===== src/rtl/irq_flag_ctrl.sv =====
`timescale 1ns/1ps
module irq_flag_ctrl #(
  parameter  int NTIMER = 3,
  parameter  int ADC_W  = 10,
  localparam int NSRC   = NTIMER + 4,
  localparam int VW     = $clog2(NSRC)
) (
  input  logic              clk,
  input  logic              rst_n,
  input  logic [1:0]        ext_pin,
  input  logic [NTIMER-1:0] tmr_ovf,
  input  logic              ser_rx_done,
  input  logic              ser_tx_done,
  input  logic              adc_done,
  input  logic [ADC_W-1:0]  adc_result,
  input  logic [ADC_W-1:0]  adc_cmp_val,
  input  logic              adc_cmp_en,
  input  logic              ack,
  input  logic [VW-1:0]     ack_vec,
  input  logic [1:0]        reg_addr,
  input  logic              reg_wr,
  input  logic [7:0]        reg_wdata,
  output logic [7:0]        reg_rdata,
  output logic [NSRC-1:0]   irq_req
);

  logic [1:0] s1, s2, s3;
  logic [1:0] mode_q, eflag_q;
  logic [NTIMER-1:0] tmr_q;
  logic rx_q, tx_q, adc_q;
  logic [NSRC-1:0] ackv;
  logic unused_wbits;

  wire [1:0] fall    = s3 & ~s2;
  wire [1:0] pend    = (mode_q & eflag_q) | (~mode_q & ~s2);
  wire       wr0     = reg_wr && reg_addr == 2'd0;
  wire       wr1     = reg_wr && reg_addr == 2'd1;
  wire       wr2     = reg_wr && reg_addr == 2'd2;
  wire       adc_set = adc_done && (!adc_cmp_en || adc_result > adc_cmp_val);

  assign unused_wbits = ^reg_wdata[7:4];

  always_comb
    for (int i = 0; i < NSRC; i++) ackv[i] = ack && ack_vec == VW'(i);

  always_ff @(posedge clk or negedge rst_n)
    if (!rst_n) begin
      s1 <= 2'b11;
      s2 <= 2'b11;
      s3 <= 2'b11;
    end else begin
      s1 <= ext_pin;
      s2 <= s1;
      s3 <= s2;
    end

  always_ff @(posedge clk or negedge rst_n)
    if (!rst_n) begin
      mode_q  <= '0;
      eflag_q <= '0;
    end else begin
      if (wr0) mode_q <= {reg_wdata[2], reg_wdata[0]};
      for (int i = 0; i < 2; i++)
        if (!mode_q[i])   eflag_q[i] <= 1'b0;
        else if (fall[i]) eflag_q[i] <= 1'b1;
        else if (wr0)     eflag_q[i] <= reg_wdata[2*i+1];
        else if (ackv[i]) eflag_q[i] <= 1'b0;
    end

  always_ff @(posedge clk or negedge rst_n)
    if (!rst_n) tmr_q <= '0;
    else
      for (int t = 0; t < NTIMER; t++)
        if (tmr_ovf[t])     tmr_q[t] <= 1'b1;
        else if (wr1)       tmr_q[t] <= reg_wdata[t];
        else if (ackv[2+t]) tmr_q[t] <= 1'b0;

  always_ff @(posedge clk or negedge rst_n)
    if (!rst_n) begin
      rx_q  <= 1'b0;
      tx_q  <= 1'b0;
      adc_q <= 1'b0;
    end else begin
      if (ser_rx_done) rx_q <= 1'b1;
      else if (wr2)    rx_q <= reg_wdata[0];
      if (ser_tx_done) tx_q <= 1'b1;
      else if (wr2)    tx_q <= reg_wdata[1];
      if (adc_set)     adc_q <= 1'b1;
      else if (wr2)    adc_q <= reg_wdata[2];
    end

  assign irq_req = {adc_q, rx_q | tx_q, tmr_q, pend};

  always_comb
    case (reg_addr)
      2'd0:    reg_rdata = {4'b0, pend[1], mode_q[1], pend[0], mode_q[0]};
      2'd1:    reg_rdata = 8'(tmr_q);
      2'd2:    reg_rdata = {5'b0, adc_q, tx_q, rx_q};
      default: reg_rdata = 8'h00;
    endcase

  a_r3_edge_set: assert property (@(posedge clk) disable iff (!rst_n)
    (mode_q[0] && fall[0]) |=> eflag_q[0]);

  a_r4_edge_ack: assert property (@(posedge clk) disable iff (!rst_n)
    (mode_q[0] && ack && ack_vec == VW'(0) && !fall[0] && !wr0) |=> !eflag_q[0]);

  a_r5_level_nolatch: assert property (@(posedge clk) disable iff (!rst_n)
    !mode_q[1] |=> !eflag_q[1]);

  a_r7_ser_keep: assert property (@(posedge clk) disable iff (!rst_n)
    (rx_q && !wr2) |=> rx_q);

  a_r8_adc_gate: assert property (@(posedge clk) disable iff (!rst_n)
    (!adc_q && adc_done && adc_cmp_en && adc_result <= adc_cmp_val && !wr2) |=> !adc_q);

  for (genvar t = 0; t < NTIMER; t++) begin : g_tchk
    a_r6_tmr_ack: assert property (@(posedge clk) disable iff (!rst_n)
      (ack && ack_vec == VW'(2+t) && !tmr_ovf[t] && !wr1) |=> !tmr_q[t]);
    a_r9_set_wins: assert property (@(posedge clk) disable iff (!rst_n)
      tmr_ovf[t] |=> tmr_q[t]);
  end

endmodule


===== config.mk =====
export PLATFORM = sky130hd
export DESIGN_NAME = irq_flag_ctrl
export DESIGN_NICKNAME = d
export VERILOG_FILES = /design/src/rtl/irq_flag_ctrl.sv
export SDC_FILE = /design/constraint.sdc
export NUM_CORES = 1
export LEC_CHECK = 0
export BUFFER_PORTS_ARGS = -buffer_cell sky130_fd_sc_hd__clkbuf_2
export CELL_PAD_IN_SITES_DETAIL_PLACEMENT = 0
export CELL_PAD_IN_SITES_GLOBAL_PLACEMENT = 1
export CORE_AREA = 5 5 65 67
export DETAILED_ROUTE_END_ITERATION = 8
export DIE_AREA = 0 0 70 72
export PLACE_DENSITY_LB_ADDON = 0.1
export SLEW_MARGIN = 20
export SYNTH_ARGS = -nofsm -noshare
export SYNTH_HDL_FRONTEND = slang
export SYNTH_SLANG_ARGS = --single-unit

===== constraint.sdc =====
create_clock -name clk -period 1.5 [get_ports clk]
set_clock_uncertainty 0.15 [all_clocks]
set_input_delay 0.3 -clock clk [delete_from_list [all_inputs] [get_ports clk]]
set_output_delay 0.3 -clock clk [all_outputs]
set_load 0.1 [all_outputs]

==> results.json <==
{
  "worst_setup_path_end_kind": "output port",
  "critPathRequiredTime_ns": 1.05,
  "final_layout_size_suffix_gt1_share_pct": 53.55,
  "cpLargestDelayFamily": "flip-flops",
  "worst_r2r_endpoint": "eflag_q[1]",
  "maxSlewViolCount": 0,
  "worst_hold_slack_ns": 0.03586,
  "drt-total-wl_mm": 2.848,
  "weighted_congestion_at_the_end_of_routability_driven_global_placement": 0.7192,
  "clkLatencyLatePin_ns": 0.29,
  "worstRegToRegCells": 3,
  "irDropWorstVdd_v": 0.0006523,
  "synthMostInstantiatedCell": "sky130_fd_sc_hd__inv_1",
  "hold_viol": 0,
  "timing.final.crit_share_pct": 126.5,
  "diodes": 0,
  "postPlaceCellArea_mm2": 0.001708,
  "vias": 1040,
  "fin_ws_ns": -0.3974,
  "wire_length_of_the_first_global_routing_pass_mm": 4.974,
  "critical_path.slowest_cell": "sky130_fd_sc_hd__dfrtp_1",
  "yosys.cell_types.count": 37,
  "synth_edf_count": 0,
  "cp_slowest_stage_delay_ns": 0.43,
  "dpl_worst_slack_ns": -0.1487,
  "antenna_found_initial": 0,
  "area.growth.synth_to_final_pct": 72.27,
  "cts_max_level": 1,
  "hpwl_detailed_mm": 2.386,
  "first_pass_iters": 4,
  "number_of_global_route_vias_before_repair": 1118,
  "fp.dieH_um": 72,
  "beginning_of_the_worst_register_to_register_path": "s2[1]",
  "cts.clk_slew.worst_paths_ns": 0.10,
  "drtAntennaViolNets": 0,
  "synth.yosys.seq_area_share_pct": 37.82,
  "row_count": 22,
  "start_kind": "flop",
  "outcome": "finished, violations left",
  "port_buffers": 52,
  "cp_cell_sequence": "mux2i_4, nor3b_4, buf_12",
  "yosysTopAreaCellShare_pct": 23.20,
  "layout.nets": 240,
  "synth.cell_area_mm2": 0.001079,
  "synthArstFlopShare_pct": 100.0,
  "grt_util_all_layers_pct": 12.32,
  "grt-ovfl-total": 0,
  "syn-mean-instance-area_um2": 9.805,
  "ios": 61,
  "final_core_util_pct": 51.92,
  "final.min_clock_period_ns": 1.897,
  "reg2reg_setup_slack_ns": 0.24,
  "clock_tree.root_cell": "sky130_fd_sc_hd__clkbuf_4",
  "criticalPathCategory": "flop to output port",
  "ys_ff_latch": 16,
  "postSynthCellCount": 110,
  "tritoncts": "done",
  "timing.critical_path.buf_inv": 1,
  "synth_area_leader_cell": "sky130_fd_sc_hd__dfrtp_1",
  "power.static_leakage_nw": 0.9244,
  "ratio_of_total_power_to_cell_area_mw_per_mm2": 875.9,
  "cts_max_path_buffers": 2,
  "routed_wire_length_per_instance_um": 12.33,
  "violations": "setup timing",
  "maximum_number_of_pins_on_one_net_before_global_route_repair": 17,
  "place_inst": 219,
  "finalSetupViolCount": 8,
  "cts_sinks": 16,
  "dieArea_mm2": 0.005040,
  "layout.filler_cells": 320,
  "min_delay_path_depth": 2,
  "drc_errors": 0,
  "final_cell_area_mm2": 0.001858,
  "maxClockFrequency_mhz": 527.0,
  "post_synth_main_area_contributors": "sky130_fd_sc_hd__dfrtp_1, sky130_fd_sc_hd__dfstp_2, sky130_fd_sc_hd__ha_1",
  "hold_path_end": "rx_q",
  "hold_path.class": "primary input to flop",
  "vias_per_std_cell": 4.502,
  "number_of_buffers_created_by_cts": 3,
  "synth_ff_type": "sky130_fd_sc_hd__dfrtp_1",
  "timing.max_cap.violations": 0,
  "finalNonFillerCells": 231,
  "crit_fanout": 2,
  "die_w_um": 70,
  "rsz0062_at_grt": "true",
  "synthTopCellsByCount": "sky130_fd_sc_hd__inv_1, sky130_fd_sc_hd__dfrtp_1, sky130_fd_sc_hd__ha_1",
  "cp_data_arrival_time_ns": 1.45,
  "floorplan.core_area_mm2": 0.003578,
  "initial_core_util_pct": 30.14,
  "initialDrtViolationCount": 27,
  "worst_hold_startpoint": "ser_rx_done",
  "ys.warnings.count": 0
}
==> worst reg2reg max path, cell delays in order, from the launching register on <==
cell and delay, ns:
sky130_fd_sc_hd__dfstp_2 0.58, sky130_fd_sc_hd__inv_1 0.05, sky130_fd_sc_hd__a221oi_1 0.30, sky130_fd_sc_hd__nor2b_1 0.08
==> final cells by class <==
| cell class | count | area, um^2 | area share, % |
|---|---|---|---|
| tap | 48 | 60.06 | 3.232 |
| multi-input combinational | 73 | 675.6 | 36.36 |
| sequential | 16 | 416.7 | 22.42 |
| timing repair buffer | 72 | 601.8 | 32.39 |
| clock buffer | 4 | 36.28 | 1.953 |
| inverter | 18 | 67.56 | 3.636 |
==> cell usage in the layout, fill, tap and decap left out, drive strengths merged, types with 3 or more instances in the layout <==
cell type    netlist  final
nor2b              3      3
dlygate4sd3        0      3
nor3b              3      3
dfstp              6      6
dfrtp             10     10
nand2              5      5
ha                10     10
o21ai              8      8
mux2i              6      6
conb               1      4
clkbuf             0     45
a21oi              6      6
buf                6     28
a211o              4      4
inv               18     18
==> registers in the layout (all words and copies together) (netlist names) <==
register	cells
adc_q	1
eflag_q	2
mode_q	2
rx_q	1
s1	2
s2	2
s3	2
tmr_q	3
tx_q	1
==> where the power goes <==
group | total [mW] | internal (mW) | switching, mW | leakage, nW
logic | 0.818 | 0.358 | 0.460 | 0.735
registers | 0.510 | 0.477 | 0.0326 | 0.169
clock network | 0.300 | 0.148 | 0.152 | 0.0210
==> layer usage <==
layer | GRT usage [%] | vias to the layer above | wire (um)
met2 | 20.99 | 37 | 1361
met1 | 15.26 | 473 | 1242
met4 | 3.830 | 0 | 38
met5 | 0 | - | 0
li1 | - | 525 | -
met3 | 3.324 | 5 | 206
==> worst max-delay path by stage <==
stage | from | to | slack, ns | depth (start not counted)
3_3_place_gp | adc_cmp_val[9] | adc_q | -0.15 | 7
6_report | mode_q[1] | reg_rdata[3] | -0.40 | 3
5_1_grt | mode_q[1] | reg_rdata[3] | -0.48 | 3
2_1_floorplan | mode_q[1] | reg_rdata[3] | -1.04 | 2
4_1_cts | mode_q[1] | reg_rdata[3] | -0.42 | 3
3_5_place_dp | adc_cmp_val[9] | adc_q | -0.15 | 6
==> logic make-up after synthesis <==
family / Yosys count / synth area share, %
compound gates: 27 / 16.59
buf+inv: 24 / 10.79
simple gates: 24 / 15.20
flops: 16 / 37.82
fa+ha+maj: 10 / 11.60
mux: 8 / 7.657
other cells: 1 / 0.3477
==> metrics by stage <==
step	power [mW]	setup TNS, ns
after floorplan	0.9919	-2.664
after global placement	1.266	-0.6285
after detailed placement	1.275	-0.8083
after CTS	1.634	-2.023
after global routing	1.724	-2.482
final	1.627	-1.996
==> timing repair <==
| item | in CTS | in global routing |
|---|---|---|
| pin swaps | 2 | 0 |
| setup buffers | 6 | 1 |
| resized for setup | 8 | 3 |
| hold buffers | 3 | 0 |
| hold endpoints to repair | 12 | 0 |
| setup endpoints to repair | 8 | 9 |
Power figures use the tool's default switching activity.
